`src/rtl/tsr_pkg.sv`:
```
package tsr_pkg;

  localparam int NUM_SRC = 2;

  typedef enum logic [1:0] {
    RD_NONE = 2'd0,
    RD_STAT = 2'd1,
    RD_VEC0 = 2'd2,
    RD_VEC1 = 2'd3
  } rd_sel_e;

  typedef struct packed {
    logic                 wrStat;
    logic [NUM_SRC-1:0]   wrVec;
    rd_sel_e              rdSel;
  } tsr_strobe_t;

endpackage

```
`src/rtl/tsr_ctrl.sv`:
```
module tsr_ctrl
  import tsr_pkg::*;
#(
  parameter int          ADDR_W    = 8,
  parameter logic [7:0]  STAT_ADDR = 8'h00,
  parameter logic [7:0]  VEC0_ADDR = 8'h08,
  parameter logic [7:0]  VEC1_ADDR = 8'h10
) (
  input  logic [ADDR_W-1:0] busAddr,
  input  logic              busWe,
  output tsr_strobe_t       strobe
);

  logic hitStat, hitVec0, hitVec1;

  always_comb begin
    hitStat = (busAddr == ADDR_W'(STAT_ADDR));
    hitVec0 = (busAddr == ADDR_W'(VEC0_ADDR));
    hitVec1 = (busAddr == ADDR_W'(VEC1_ADDR));

    strobe.wrStat   = busWe && hitStat;
    strobe.wrVec[0] = busWe && hitVec0;
    strobe.wrVec[1] = busWe && hitVec1;

    if (hitStat)      strobe.rdSel = RD_STAT;
    else if (hitVec0) strobe.rdSel = RD_VEC0;
    else if (hitVec1) strobe.rdSel = RD_VEC1;
    else              strobe.rdSel = RD_NONE;
  end

endmodule

```
`src/rtl/tsr_datapath.sv`:
```
module tsr_datapath
  import tsr_pkg::*;
#(
  parameter int STAT_W   = 32,
  parameter int NUM_THR  = 4,
  parameter int VEC_W    = 3,
  parameter int SRC0_BIT = 16,
  parameter int SRC1_BIT = 17
) (
  input  logic               clk,
  input  logic               rstN,
  input  tsr_strobe_t        strobe,
  input  logic [STAT_W-1:0]  busWdata,
  input  logic [STAT_W-1:0]  hwEvent,
  output logic [STAT_W-1:0]  busRdata,
  output logic [NUM_THR-1:0] trigN,
  output logic [STAT_W-1:0]  statusQ,
  output logic [VEC_W-1:0]   vec0Q,
  output logic [VEC_W-1:0]   vec1Q
);

  localparam int SRC_BIT [NUM_SRC] = '{SRC0_BIT, SRC1_BIT};

  logic [STAT_W-1:0]  toggleMask;
  logic [STAT_W-1:0]  statusNext;
  logic [STAT_W-1:0]  riseVec;
  logic [VEC_W-1:0]   vecQ     [NUM_SRC];
  logic [NUM_SRC-1:0] srcRise;
  logic [NUM_SRC-1:0] srcLevel;
  logic [NUM_THR-1:0] pendQ;

  // Status update: toggle by software, then hardware events force set.
  always_comb begin
    toggleMask = strobe.wrStat ? busWdata : '0;
    statusNext = (statusQ ^ toggleMask) | hwEvent;
    riseVec    = statusNext & ~statusQ;
  end

  always_ff @(posedge clk or negedge rstN) begin
    if (!rstN) statusQ <= '0;
    else       statusQ <= statusNext;
  end

  // One vector register per routable source.
  for (genvar s = 0; s < NUM_SRC; s++) begin : g_src
    always_ff @(posedge clk or negedge rstN) begin
      if (!rstN)              vecQ[s] <= '0;
      else if (strobe.wrVec[s]) vecQ[s] <= busWdata[VEC_W-1:0];
    end
    assign srcRise[s]  = riseVec[SRC_BIT[s]];
    assign srcLevel[s] = statusNext[SRC_BIT[s]];
  end

  // Per-thread trigger hold: set on a routed edge, released by a status
  // write that leaves no routed set bit aimed at the thread.
  for (genvar t = 0; t < NUM_THR; t++) begin : g_thr
    logic setHit, holdHit;
    always_comb begin
      setHit  = 1'b0;
      holdHit = 1'b0;
      for (int s = 0; s < NUM_SRC; s++) begin
        if (vecQ[s] == VEC_W'(t + 1)) begin
          setHit  = setHit  | srcRise[s];
          holdHit = holdHit | srcLevel[s];
        end
      end
    end
    always_ff @(posedge clk or negedge rstN) begin
      if (!rstN)                         pendQ[t] <= 1'b0;
      else if (setHit)                   pendQ[t] <= 1'b1;
      else if (strobe.wrStat && !holdHit) pendQ[t] <= 1'b0;
    end
  end

  assign trigN = ~pendQ;
  assign vec0Q = vecQ[0];
  assign vec1Q = vecQ[1];

  always_comb begin
    unique case (strobe.rdSel)
      RD_STAT: busRdata = statusQ;
      RD_VEC0: busRdata = STAT_W'(vecQ[0]);
      RD_VEC1: busRdata = STAT_W'(vecQ[1]);
      default: busRdata = '0;
    endcase
  end

endmodule

```
`src/rtl/trig_status_router.sv`:
```
module trig_status_router
  import tsr_pkg::*;
#(
  parameter int          STAT_W    = 32,
  parameter int          NUM_THR   = 4,
  parameter int          ADDR_W    = 8,
  parameter int          SRC0_BIT  = 16,
  parameter int          SRC1_BIT  = 17,
  parameter logic [7:0]  STAT_ADDR = 8'h00,
  parameter logic [7:0]  VEC0_ADDR = 8'h08,
  parameter logic [7:0]  VEC1_ADDR = 8'h10
) (
  input  logic               clk,
  input  logic               rstN,
  input  logic [ADDR_W-1:0]  busAddr,
  input  logic               busWe,
  input  logic [STAT_W-1:0]  busWdata,
  output logic [STAT_W-1:0]  busRdata,
  input  logic [STAT_W-1:0]  hwEvent,
  output logic [NUM_THR-1:0] trigN
);

  localparam int VEC_W = $clog2(NUM_THR + 1);

  tsr_strobe_t       strobe;
  logic [STAT_W-1:0] statusQ;
  logic [VEC_W-1:0]  vec0Q;
  logic [VEC_W-1:0]  vec1Q;

  tsr_ctrl #(
    .ADDR_W(ADDR_W), .STAT_ADDR(STAT_ADDR),
    .VEC0_ADDR(VEC0_ADDR), .VEC1_ADDR(VEC1_ADDR)
  ) u_ctrl (
    .busAddr(busAddr), .busWe(busWe), .strobe(strobe)
  );

  tsr_datapath #(
    .STAT_W(STAT_W), .NUM_THR(NUM_THR), .VEC_W(VEC_W),
    .SRC0_BIT(SRC0_BIT), .SRC1_BIT(SRC1_BIT)
  ) u_dp (
    .clk(clk), .rstN(rstN), .strobe(strobe),
    .busWdata(busWdata), .hwEvent(hwEvent),
    .busRdata(busRdata), .trigN(trigN),
    .statusQ(statusQ), .vec0Q(vec0Q), .vec1Q(vec1Q)
  );

endmodule

```
`config.mk`:
```
export PLATFORM = sky130hd
export DESIGN_NAME = trig_status_router
export DESIGN_NICKNAME = d
export VERILOG_FILES = /design/src/rtl/tsr_pkg.sv /design/src/rtl/tsr_ctrl.sv /design/src/rtl/tsr_datapath.sv /design/src/rtl/trig_status_router.sv
export SDC_FILE = /design/constraint.sdc
export NUM_CORES = 1
export LEC_CHECK = 0
export BUFFER_PORTS_ARGS = -buffer_cell sky130_fd_sc_hd__buf_2
export CAP_MARGIN = 10
export CORE_ASPECT_RATIO = 1.2
export CORE_MARGIN = 2
export CORE_UTILIZATION = 50
export DETAILED_ROUTE_END_ITERATION = 8
export GPL_ROUTABILITY_DRIVEN = 0
export PLACE_DENSITY = 0.85
export SLEW_MARGIN = 20
export SYNTH_ARGS = -nofsm -noshare
export SYNTH_HDL_FRONTEND = slang
export SYNTH_SLANG_ARGS = --single-unit
```
`constraint.sdc`:
```
create_clock -name clk -period 3.3 [get_ports clk]
set_clock_uncertainty 0.15 [all_clocks]
set_input_delay 0.165 -clock clk [delete_from_list [all_inputs] [get_ports clk]]
set_output_delay 0.165 -clock clk [all_outputs]
set_load 0.02 [all_outputs]
```
-- Yosys cells after proc, flatten, opt, wreduce, memory -nomap -nowiden
Index checks and enable logic that the tools add are counted.
- equal/unequal tests: 13
- multiplexer cells: 29
- bitwise logic cells: 13
- reduce and logical (&&, ||, !) cells: 16
- operators with widths (operator ; number):
    $pmux W32 S3 ; 1
    $mux W32 ; 1
    $or A32 B32 Y32 ; 1
    $xor A32 B32 Y32 ; 1
    $mux W1 ; 24
    $and A18 B18 Y18 ; 1
    $not A18 Y18 ; 1
    $eq A3 B2 Y1 const B ; 4
    $eq A8 B4 Y1 const B ; 1
    $eq A8 B5 Y1 const B ; 1
    $logic_not A8 Y1 ; 1
    $or A1 B1 Y1 ; 8
    $reduce_bool A2 Y1 ; 4
    $logic_and A1 B1 Y1 ; 7
    $eq A3 B1 Y1 const B ; 2
    $eq A3 B3 Y1 const B ; 2
    $mux W2 ; 3
    $eq A2 B2 Y1 const B ; 2
    $logic_not A1 Y1 ; 4
    $not A4 Y4 ; 1
    $eq A2 B1 Y1 const B ; 1
- bits in registers: 42
- input port bits: 75
- output and inout port bits: 36
- logic and storage cells: 78

-- Logic depth before layout (Yosys ltp)
- depth in word-level cells: 12
- gate-level depth with buffers: 6

-- Hierarchy
From an unflattened synthesis, not the netlist that was laid out.
- cells, all modules: 240
- area, all modules: 2336.0 µm²
- by module, submodules not included (module ; instances ; cells an instance ; area each (µm²) ; seq. area each (µm²)):
    tsr_datapath ; 1 ; 228 ; 2249.7 ; 1051.0
    tsr_ctrl ; 1 ; 12 ; 86.3 ; 0.0

-- Worst setup path before layout
OpenSTA, ideal clock, no wires.
- kind: input to output
- start: input port busAddr[2]
- end: output port busRdata[10]
- arrival: 1320 ps
- data required time: 2985 ps
- setup slack: 1665 ps
- stages on the path: 4
- buffers on the path: 2
- cells stage by stage: nor4_4 > clkbuf_1 > clkbuf_1 > and3_1
- word-level cells in the longest chain between the ends: 6
- RTL lines (element ; RTL line ; text):
    start, declared ; trig_status_router.sv:15 ; input logic [ADDR_W-1:0] busAddr,
    $eq A8 B5 Y1 ; tsr_ctrl.sv:19 ; hitVec1 = (busAddr == ADDR_W'(VEC1_ADDR));
    $mux W2 ; tsr_ctrl.sv:27 ; else if (hitVec1) strobe.rdSel = RD_VEC1;
    $mux W2 ; tsr_ctrl.sv:26 ; else if (hitVec0) strobe.rdSel = RD_VEC0;
    $mux W2 (*) ; tsr_ctrl.sv:25 ; if (hitStat) strobe.rdSel = RD_STAT;
    $eq A2 B2 Y1 or $eq A2 B1 Y1 (tied branches) ; tsr_datapath.sv:80 ; unique case (strobe.rdSel)
    $pmux W32 S3 (*) ; tsr_datapath.sv:80 ;
    end, declared ; trig_status_router.sv:18 ; output logic [STAT_W-1:0] busRdata,
Mark *: on every way between the ends. The rest lies on a longest branch, timed or not.

-- Worst setup path in the final report
- start: input port busAddr[2]
- end: output port busRdata[1]
Same word-level chain as after synthesis.

==> flow_metrics.env <==
export IMPL_status="complete, no violations"
export IMPL_grt_use_total=0.275
export IMPL_drive_gt1_frac=0.337
export IMPL_antennaDiodeCount=0
export IMPL_worstSetupPathType="in2out"
export IMPL_grt_pass1_wl_mm=11.3
export IMPL_r2r_cells=4
export IMPL_fmax_mhz=532
export IMPL_postCtsResizedCells=0
export IMPL_die_area_um2=5290
export IMPL_start_util=0.517
export IMPL_tightest_slew_ns=0.915
export IMPL_finalSetupViolCount=0
export IMPL_core_area_um2=4560
export IMPL_cts_buffers=5
export IMPL_grt_util_met1=0.316
export IMPL_synthCells=244
export IMPL_first_pass_iters=4
export IMPL_viasPerCell=5.71
export IMPL_syn_avg_cell_area_um2=9.67
export IMPL_crit_required_ns=2.98
export IMPL_final_area_um2=3350
export IMPL_cp_top_family="buffers and inverters"
export IMPL_placed_area_um2=2940
export IMPL_min_path_type="in2reg"
export IMPL_vias=2517
export IMPL_clock_latency_ns=0.28
export IMPL_ir_drop_uv=273
export IMPL_yosysUniqueCellTypes=35
export IMPL_slew_violations=0
export IMPL_path_cells="buf_2, nor4_4, buf_4, and2_1, a222oi_1, inv_1, buf_2"
export IMPL_rows=27
export IMPL_cts_hold_buf=32
export IMPL_fin_crit_ns=1.88
export IMPL_final_hold_viol_count=0
export IMPL_ys_ff_latch=42
export IMPL_post_cts_buffers=0
export IMPL_cpMostUsedCell="buf_2"
export IMPL_p_per_area_nw_per_um2=301
export IMPL_grt_max_degree=43
export IMPL_synth_seq_area_share=0.445
export IMPL_antenna_found_initial=0
export IMPL_tritoncts="built"
export IMPL_grt_use_met2=0.492
export IMPL_crit_fanout=36
export IMPL_initialDrtViolationCount=204
export IMPL_syn_to_final_growth_pct=42.0
export IMPL_holdPathStages=2
export IMPL_place_hpwl_mm=4.37
export IMPL_finalSetupTns_ns=0
export IMPL_seq_area_um2=1050
export IMPL_p_leak_nw=1.92
export IMPL_ctsHtreeMaxLevel=2
export IMPL_drv_cap=0
export IMPL_overflow=0
export IMPL_pin_count=111
export IMPL_routed_wl_mm=6.95
export IMPL_syn_cell_area_um2=2360
export IMPL_drc=0
export IMPL_cp_num_buf_inv=4
export IMPL_clock_root_buffer="clkbuf_8"
export IMPL_maxSlewHeadroom=0.390
export IMPL_met3_usage=0.0510
export IMPL_startpoint_type="primary input"
export IMPL_rsz0062_at_grt="false"
export IMPL_ys_warn_count=0
export IMPL_critical_path_arrival_ns=1.57
export IMPL_fillers=336
export IMPL_max_stage_delay_ns=0.36
export IMPL_top_usage_layer="met2"
export IMPL_critPathSlowestCell="buf_4"
export IMPL_ant_nets=0
export IMPL_cts_sinks=42
export IMPL_die_w_um=66.7
export IMPL_multi_input_area_um2=1200
export IMPL_synth_nets=319
export IMPL_clk_pin_slew_ns=0.08
export IMPL_nets=457
export IMPL_fin_crit_sh=0.570
export IMPL_fp_dieH_um=79.3
export IMPL_crit_cells=7
export IMPL_ctsLongestPathBuffers=2
export IMPL_endpoint_kind="output port"
export IMPL_port_buffers=110
export IMPL_wl_per_cell_um=15.8
export IMPL_grt_pass1_vias=2482
==> cell families after synthesis <==
kind of cell / share of synthesized area
AOI/OAI and AO/OA: 0.241
buffers and inverters: 0.0456
DFF: 0.445
muxes: 0.0329
and+or+nand+nor: 0.235
==> report_power, final <==
group / total [W] / internal, W / switching (W)
Sequential: 0.000530 / 0.000522 / 0.00000838
Combinational: 0.000146 / 0.0000802 / 0.0000660
Clock: 0.000333 / 0.000169 / 0.000165
==> stage by stage <==
step | worst slack [ns] | cells | power (W) | hold WS (ns) | utilization
after floorplan | 1.67 | 244 | 0.000578 | -0.281 | -
after global placement | 1.27 | 401 | 0.000653 | 0.207 | 0.645
after detailed placement | 1.23 | 401 | 0.000655 | 0.197 | 0.645
after CTS | 1.42 | 441 | 0.00102 | 0.000270 | 0.735
after global routing | 1.32 | 441 | 0.00105 | 0.00711 | 0.735
final | 1.42 | 441 | 0.00101 | 0.0142 | 0.735
==> layer usage <==
layer,up-vias,routed length (um)
met5,-,0
met4,0,218
met3,20,404
met2,97,3730
met1,1204,2590
li1,1196,-
==> worst paths after layout <==
kind,start,endpoint,slack (ns)
worst max-delay path,busAddr[2],busRdata[1],1.42
worst min-delay path,busWdata[1],u_dp.vec1Q[1]$_DFFE_PN0P_,0.01
worst max register to register,u_dp.statusQ[16]$_DFF_PN0_,u_dp.pendQ[2]$_DFFE_PN0P_,1.57
worst min register to register,u_dp.statusQ[31]$_DFF_PN0_,u_dp.statusQ[31]$_DFF_PN0_,0.40
max in group asynchronous,rstN,u_dp.statusQ[12]$_DFF_PN0_,2.01
min in group asynchronous,rstN,u_dp.statusQ[4]$_DFF_PN0_,0.41
==> synthesized netlist by cell type (all sizes together) <==
master / n / share of area
a211oi: 4 / 0.013
nand3: 1 / 0.0021
a21o: 1 / 0.0032
nor2b: 3 / 0.0080
a2111oi: 3 / 0.011
mux2: 6 / 0.029
inv: 11 / 0.017
nor2: 5 / 0.0080
a211o: 3 / 0.011
buf: 7 / 0.017
mux2i: 1 / 0.0042
clkbuf: 7 / 0.011
a21oi: 31 / 0.066
nand3b: 1 / 0.0032
a222oi: 3 / 0.013
nor4: 2 / 0.018
and4: 1 / 0.0037
a311oi: 1 / 0.0037
o32ai: 1 / 0.0037
a21boi: 1 / 0.0032
nor3b: 1 / 0.0032
dfrtp: 42 / 0.45
and2: 2 / 0.0053
nor3: 2 / 0.0042
o21bai: 30 / 0.095
and3: 62 / 0.16
a221o: 1 / 0.0042
a41oi: 1 / 0.0037
o22ai: 1 / 0.0027
nand4: 2 / 0.0053
nor4b: 1 / 0.0037
o2111ai: 1 / 0.0037
a31o: 1 / 0.0037
nand2: 4 / 0.0064
==> state kept, by name, summed over array words and instances, names as in the netlist <==
register and count:
u_dp.vec1Q 3, u_dp.vec0Q 3, u_dp.statusQ 32, u_dp.pendQ 4
==> area by class of cell <==
| cell class | instances | share of cell area |
|---|---|---|
| clock buffers | 7 | 0.0258 |
| clock inverters | 1 | 0.00149 |
| inverters | 11 | 0.0123 |
| multi-input cells | 177 | 0.359 |
| flip-flops and latches | 42 | 0.314 |
| well taps | 58 | 0.0216 |
| repair buffers | 145 | 0.267 |
==> cells in the final DEF (no fill, tap or decap), types with 2 or more instances in the layout <==
cell type,Yosys,layout
a222oi_1,3,3
a2111oi_0,3,3
nor4_4,2,2
a211o_1,3,3
buf_2,5,110
nand4_1,2,2
nor2b_1,3,3
o21bai_1,30,30
nand2_1,4,4
mux2_2,6,6
dfrtp_1,42,42
and3_1,62,61
clkbuf_8,0,6
a21oi_1,31,31
inv_1,11,11
buf_4,2,3
nor3_1,2,2
and2_1,2,2
nor2_1,5,5
a211oi_1,4,4
dlygate4sd3_1,0,32
(Power assumes the default switching activity.)
